`src/rtl/secpriv_pkg.sv`:
```
package secpriv_pkg;
  typedef enum logic [2:0] {
    PL_PROB     = 3'd0,
    PL_OS       = 3'd1,
    PL_HYP      = 3'd2,
    PL_HOSTPROB = 3'd3,
    PL_ULTRA    = 3'd4,
    PL_RSVD     = 3'd5
  } priv_e;

  typedef enum logic [1:0] {
    RT_NONE  = 2'd0,
    RT_OS    = 2'd1,
    RT_HYP   = 2'd2,
    RT_ULTRA = 2'd3
  } route_e;

  typedef enum logic [1:0] {
    SPR_CTL  = 2'd0,
    SPR_PTAB = 2'd1,
    SPR_MON  = 2'd2,
    SPR_DBG  = 2'd3
  } spr_e;

  function automatic logic is_problem(priv_e p);
    return (p == PL_PROB) || (p == PL_HOSTPROB) || (p == PL_RSVD);
  endfunction
endpackage

```
`src/rtl/msr_update.sv`:
```
module msr_update
  import secpriv_pkg::*;
#(
  parameter int MSR_W  = 64,
  parameter int S_BIT  = 41,
  parameter int HV_BIT = 60,
  parameter int PR_BIT = 49
) (
  input  logic             clk,
  input  logic             rst,
  input  priv_e            lvl,
  input  logic             ena,
  input  logic             fw_entry,
  input  logic             rfi_req,
  input  logic [MSR_W-1:0] rfi_val,
  output logic [MSR_W-1:0] msr_q,
  output logic             rfi_fault
);
  logic [MSR_W-1:0] cand;
  logic             bad;
  logic             entry_take;

  assign entry_take = fw_entry && ena;

  always_comb begin
    cand = rfi_val;
    if (lvl != PL_ULTRA) cand[S_BIT] = msr_q[S_BIT];
    bad = is_problem(lvl) || (cand[S_BIT] && cand[HV_BIT] && cand[PR_BIT]);
  end

  assign rfi_fault = rfi_req && !entry_take && bad;

  always_ff @(posedge clk) begin
    if (rst) begin
      msr_q <= '0;
    end else if (entry_take) begin
      msr_q[S_BIT]  <= 1'b1;
      msr_q[HV_BIT] <= 1'b1;
      msr_q[PR_BIT] <= 1'b0;
    end else if (rfi_req && !bad) begin
      msr_q <= cand;
    end
  end
endmodule

```
`config.mk`:
```
export PLATFORM = sky130hd
export DESIGN_NAME = msr_update
export DESIGN_NICKNAME = d
export VERILOG_FILES = /design/src/rtl/secpriv_pkg.sv /design/src/rtl/msr_update.sv
export SDC_FILE = /design/constraint.sdc
export NUM_CORES = 1
export LEC_CHECK = 0
export BUFFER_PORTS_ARGS = -buffer_cell sky130_fd_sc_hd__buf_2
export CAP_MARGIN = 5
export CORE_MARGIN = 2
export CORE_UTILIZATION = 30
export CTS_BUF_LIST = sky130_fd_sc_hd__clkbuf_8 sky130_fd_sc_hd__clkbuf_16
export DETAILED_ROUTE_END_ITERATION = 16
export SLEW_MARGIN = 0
export SYNTH_ARGS = -nofsm -noshare
export SYNTH_HDL_FRONTEND = slang
export SYNTH_SLANG_ARGS = --single-unit
```
`constraint.sdc`:
```
create_clock -name clk -period 1.4 [get_ports clk]
set_input_delay 0.07 -clock clk [delete_from_list [all_inputs] [get_ports clk]]
set_output_delay 0.07 -clock clk [all_outputs]
set_load 0.01 [all_outputs]
```
## Yosys cells after proc, flatten, opt, wreduce, memory -nomap -nowiden

Index checks and enable logic that the tools add are counted.

| storage, ports and cells | value |
|---|---|
| bits in registers | 64 |
| input port bits | 72 |
| output and inout bits | 65 |
| word-level logic and storage cells | 26 |

| cells by class | value |
|---|---|
| eq/ne operators | 3 |
| mux-type cells | 4 |
| bitwise operators | 1 |
| reductions and logical operators | 15 |

Operator list:

| kind | number |
|---|---|
| two-way mux 61 bit | 1 |
| logical AND 1 bit | 6 |
| == test 3 x 2 -> 1 bit, second input constant | 1 |
| == test 3 bit, second input constant | 1 |
| zero test 3 bit | 1 |
| logical OR 1 bit | 3 |
| two-way mux 1 bit | 3 |
| inequality test 3 bit, second input constant | 1 |
| zero test 1 bit | 2 |
| AND reduction 2 bit | 1 |
| nonzero test 2 bit | 1 |
| OR reduction 2 bit | 1 |
| NOT 1 bit | 1 |

## Depth between registers and ports, before layout

| logic depth | value |
|---|---|
| depth in word-level cells | 9 |
| gate-level depth with buffers | 6 |
| depth with buffers taken out | 5 |

## Worst setup path after synthesis

Ideal clock, no wire load.

| timing path | value |
|---|---|
| kind | register -> register |
| from | reg msr_q[41] |
| to | reg msr_q[17] |
| library setup time | 0.070 ns |
| arrival time | 1.244 ns |
| required time | 1.330 ns |
| setup slack | 0.085 ns |
| cell stages (with the launch flop) | 6 |
| buffers on the path | 1 |
| clock period less this slack | 1.315 ns |
| path through | dfxtp_1 -> and3_1 -> o21a_2 -> clkbuf_1 -> o21ai_0 -> a21oi_1 |

| on the way | value |
|---|---|
| longest elaborated chain between the ends | 7 |

RTL lines:

| item | line | text |
|---|---|---|
| start: declaration | msr_update.sv:16 | `output logic [MSR_W-1:0] msr_q,` |
| start signal: assignment | msr_update.sv:41 | `msr_q <= cand;` |
| two-way mux 1 bit | msr_update.sv:27 | `if (lvl != PL_ULTRA) cand[S_BIT] = msr_q[S_BIT];` |
| logical AND 1 bit (2 in series) | msr_update.sv:28 | `bad = is_problem(lvl) \|\| (cand[S_BIT] && cand[HV_BIT] && cand[PR_BIT]);` |
| logical OR 1 bit | msr_update.sv:28 |  |
| zero test 1 bit | msr_update.sv:40 | `end else if (rfi_req && !bad) begin` |
| logical AND 1 bit | msr_update.sv:40 |  |
| AND reduction 2 bit (no source line) | -- |  |

No other way between the ends.
A chain may end at the register's enable or synchronous reset.

## Final worst setup path

| timing path | value |
|---|---|
| from | reg msr_q[41] |
| to | out rfi_fault |

| on the way | value |
|---|---|
| longest elaborated chain between the ends | 5 |

RTL lines:

| item | line | text |
|---|---|---|
| two-way mux 1 bit | msr_update.sv:27 |  |
| logical AND 1 bit (2 in series) | msr_update.sv:28 |  |
| logical OR 1 bit | msr_update.sv:28 |  |
| logical AND 1 bit | msr_update.sv:31 | `assign rfi_fault = rfi_req && !entry_take && bad;` |
| end: declaration | msr_update.sv:17 | `output logic rfi_fault` |

No other way between the ends.

==> results.yml <==
die:
  die_h_um: 97.3
  start_util_pct: 30.4
  coreArea_um2: 8590
  die_area_um2: 9460
  num_io_pins: 137
  die_w_um: 97.3
  num_rows: 34
worst_setup_path:
  start_kind: "register"
  r2r_end: "msr_q[52]"
  crit_path_end_kind: "output port"
  worst_ep_arrival_time_ps: 1330
  crit_family: "flip-flops"
  worstRegToRegCells: 6
  slowest_stage: "dfxtp_2"
  r2r_slack_ps: 20
  worstReg2RegStart: "msr_q[41]"
  worstSetupStartpoint: "msr_q[41]"
  crit_type: "reg2out"
  cp_data_required_time_ps: 1330
  crit_chain: "and3_4 -> o21ai_4 -> buf_12 -> nor2_1 -> buf_2"
  max_stage_delay_ps: 330
  cp_max_fo: 3
  critPathBufInv: 2
pwr:
  ir_drop_v: 0.000509
  p_per_area_nw_per_um2: 1120
  total_power_mw: 4.95
  power.leakage_nw: 1.89
min_path:
  hold_start: "rfi_val[41]"
  min_path_type: "in2reg"
  whs_path_depth: 3
  hold_path_end: "msr_q[41]"
synth:
  synth-adder-area-share_pct: 0
  synth_compound_area_share_pct: 25.7
  netlist_top_cells_area: "dfxtp_1 49%, nand4_1 15%, a21oi_1 12%"
  synthSimpleGateAreaFrac_pct: 17.1
  syn_area_per_cell_um2: 8.53
  ys_ff_latch: 64
  yosysTopAreaCellShare_pct: 49.1
  synth_top_family_by_area: "compound AO/OA/AOI/OAI gates"
  synthesis.nets: 378
  synthXorXnorAreaFrac_pct: 0.623
  synth_top_area_cell: "dfxtp_1"
  ys_seq_area_share_pct: 49.1
  synth_cell_types: 21
  syn_area_um2: 2610
  synthCells: 306
  synthMuxAreaShare_pct: 0
  ys_warn_count: 0
grt:
  grt_start_max_net_pins: 40
  grt_pass1_vias: 3059
  antenna_found_initial: 0
  grt_pass1_wl_mm: 14.8
  grt.overflow.total: 0
  grt_use_total_pct: 19.1
layout:
  mostFrequentLayoutCell: "buf_2"
  layout.nets: 572
  top_regs: "msr_q x64"
  drive_gt1_share_pct: 37.6
  seq_area_um2: 1280
  multiInputGateArea_um2: 1170
  final_cells: 613
  largest_register_ffs: 64
  n_antenna_cell: 0
  areaGrowthSynthToFinish_pct: 69.2
  final_cell_mix: "136 x buf_2, 63 x dlygate4sd3_1, 63 x dfxtp_1, 62 x nand4_1, 53 x a21oi_1"
  fillCellCount: 796
  regMostFlops: "msr_q"
drt:
  drtPass1Iterations: 4
  first_iter_violations: 99
  wirelength_mm: 9.67
  drcViolationCount: 0
  avgViaCountPerCell: 5.25
  vias: 3219
  post_drt_wl_per_cell_um: 15.8
  final_antenna_net_count: 0
run:
  drv_cap: 0
place:
  io_buffers: 136
  place_ws_ps: 27.1
  globalplace.congestion: 0.748
  dp_hpwl_mm: 5.32
  dp_cells: 528
timing:
  hold_ws_ps: 37.8
  max_freq_mhz: 716
  post-route-period-util_pct: 99.7
  period_minus_slack_ps: 1400
  slew_headroom_pct: 72.6
  hold_viol: 0
  tightestPinTransition_ps: 411
  rsz0062_at_grt: "true"
  setup_viol: 0
  finalWorstSetupSlack_ps: 3.95
  final_max_slew_viol_count: 0
  clock_skew_ps: 6.18
cts:
  clock_latency_ps: 330
  clk_pin_slew_worst_paths_ps: 70
  root_buffer: "clkbuf_8"
  numCtsBuffers: 9
  cts_max_level: 3
  cts_tree: "built"
  ctsLongestPathBuffers: 2
  clock-sinks: 64
run_status:
  status: "finished, final reports clean"
## metal layers
layer	wire (um)	global-route usage (%)
met1	4190	23.5
met2	4760	32.5
met3	621	4.68
met4	102	7.05
met5	0	0
## how the worst max path moves through the flow
stage | end | cells past startpoint
floorplan | msr_q[17] | 5
global placement | msr_q[22] | 7
detailed placement | msr_q[26] | 7
CTS | rfi_fault | 5
global route | msr_q[52] | 6
finish | rfi_fault | 5
## synth_stat cells
| library cell | instances |
|---|---|
| dfxtp_1 | 64 |
| nand4_1 | 62 |
| a21oi_1 | 61 |
| o21ai_0 | 48 |
| clkbuf_1 | 28 |
| o21ai_1 | 16 |
| buf_6 | 6 |
| buf_2 | 3 |
| nand2_1 | 3 |
| nand3_1 | 3 |
| a31oi_1 | 2 |
| a221oi_1 | 1 |
| and3_1 | 1 |
| buf_1 | 1 |
| inv_1 | 1 |
| nor2_1 | 1 |
| nor2b_4 | 1 |
| nor3b_1 | 1 |
| o21a_2 | 1 |
| o21ai_4 | 1 |
| xnor2_2 | 1 |
## cells by family after synthesis
| kind of cell | count (synthesis) |
|---|---|
| compound gates | 130 |
| simple gates | 72 |
| flops | 64 |
| buf+inv | 39 |
| xor+xnor | 1 |
## worst register-to-register path: stages (launching register included)
cell	delay, ps
dfxtp_2	330
and3_4	150
o21ai_4	210
buf_6	180
buf_12	140
nand4_1	100
a21oi_1	190
## power breakdown
part	internal [mW]	switching, mW	total [mW]
Clock	1.28	0.709	1.99
Combinational	0.475	0.522	0.997
Sequential	1.92	0.0467	1.97
Total	3.68	1.28	4.95
## metrics by stage
| stage | util (%) | setup TNS (ps) | instance area [um2] |
|---|---|---|---|
| after floorplan | - | 0 | 2610 |
| after global placement | 39.7 | 0 | 3410 |
| after detailed placement | 39.7 | 0 | 3410 |
| after CTS | 50.8 | 0 | 4360 |
| after global routing | 51.4 | -317 | 4420 |
| final | 51.4 | 0 | 4420 |
## cell type report
| class | instances | area share [%] |
|---|---|---|
| Clock buffer | 11 | 3.43 |
| Clock inverter | 5 | 2.32 |
| Inverter | 1 | 0.0850 |
| Multi-Input combinational cell | 203 | 26.6 |
| Sequential cell | 64 | 29.0 |
| Tap cell | 108 | 3.06 |
| Timing Repair Buffer | 221 | 35.5 |
## repair_timing
item / CTS / global route
resized for setup: 2 / 15
hold endpoints to repair: 62 / 0
pin swaps: 1 / 5
cloned: 1 / 2
setup endpoints to repair: 2 / 34
setup buffers: 4 / 0
hold buffers: 63 / 0
Note: power is estimated with default switching activity, not from simulation.
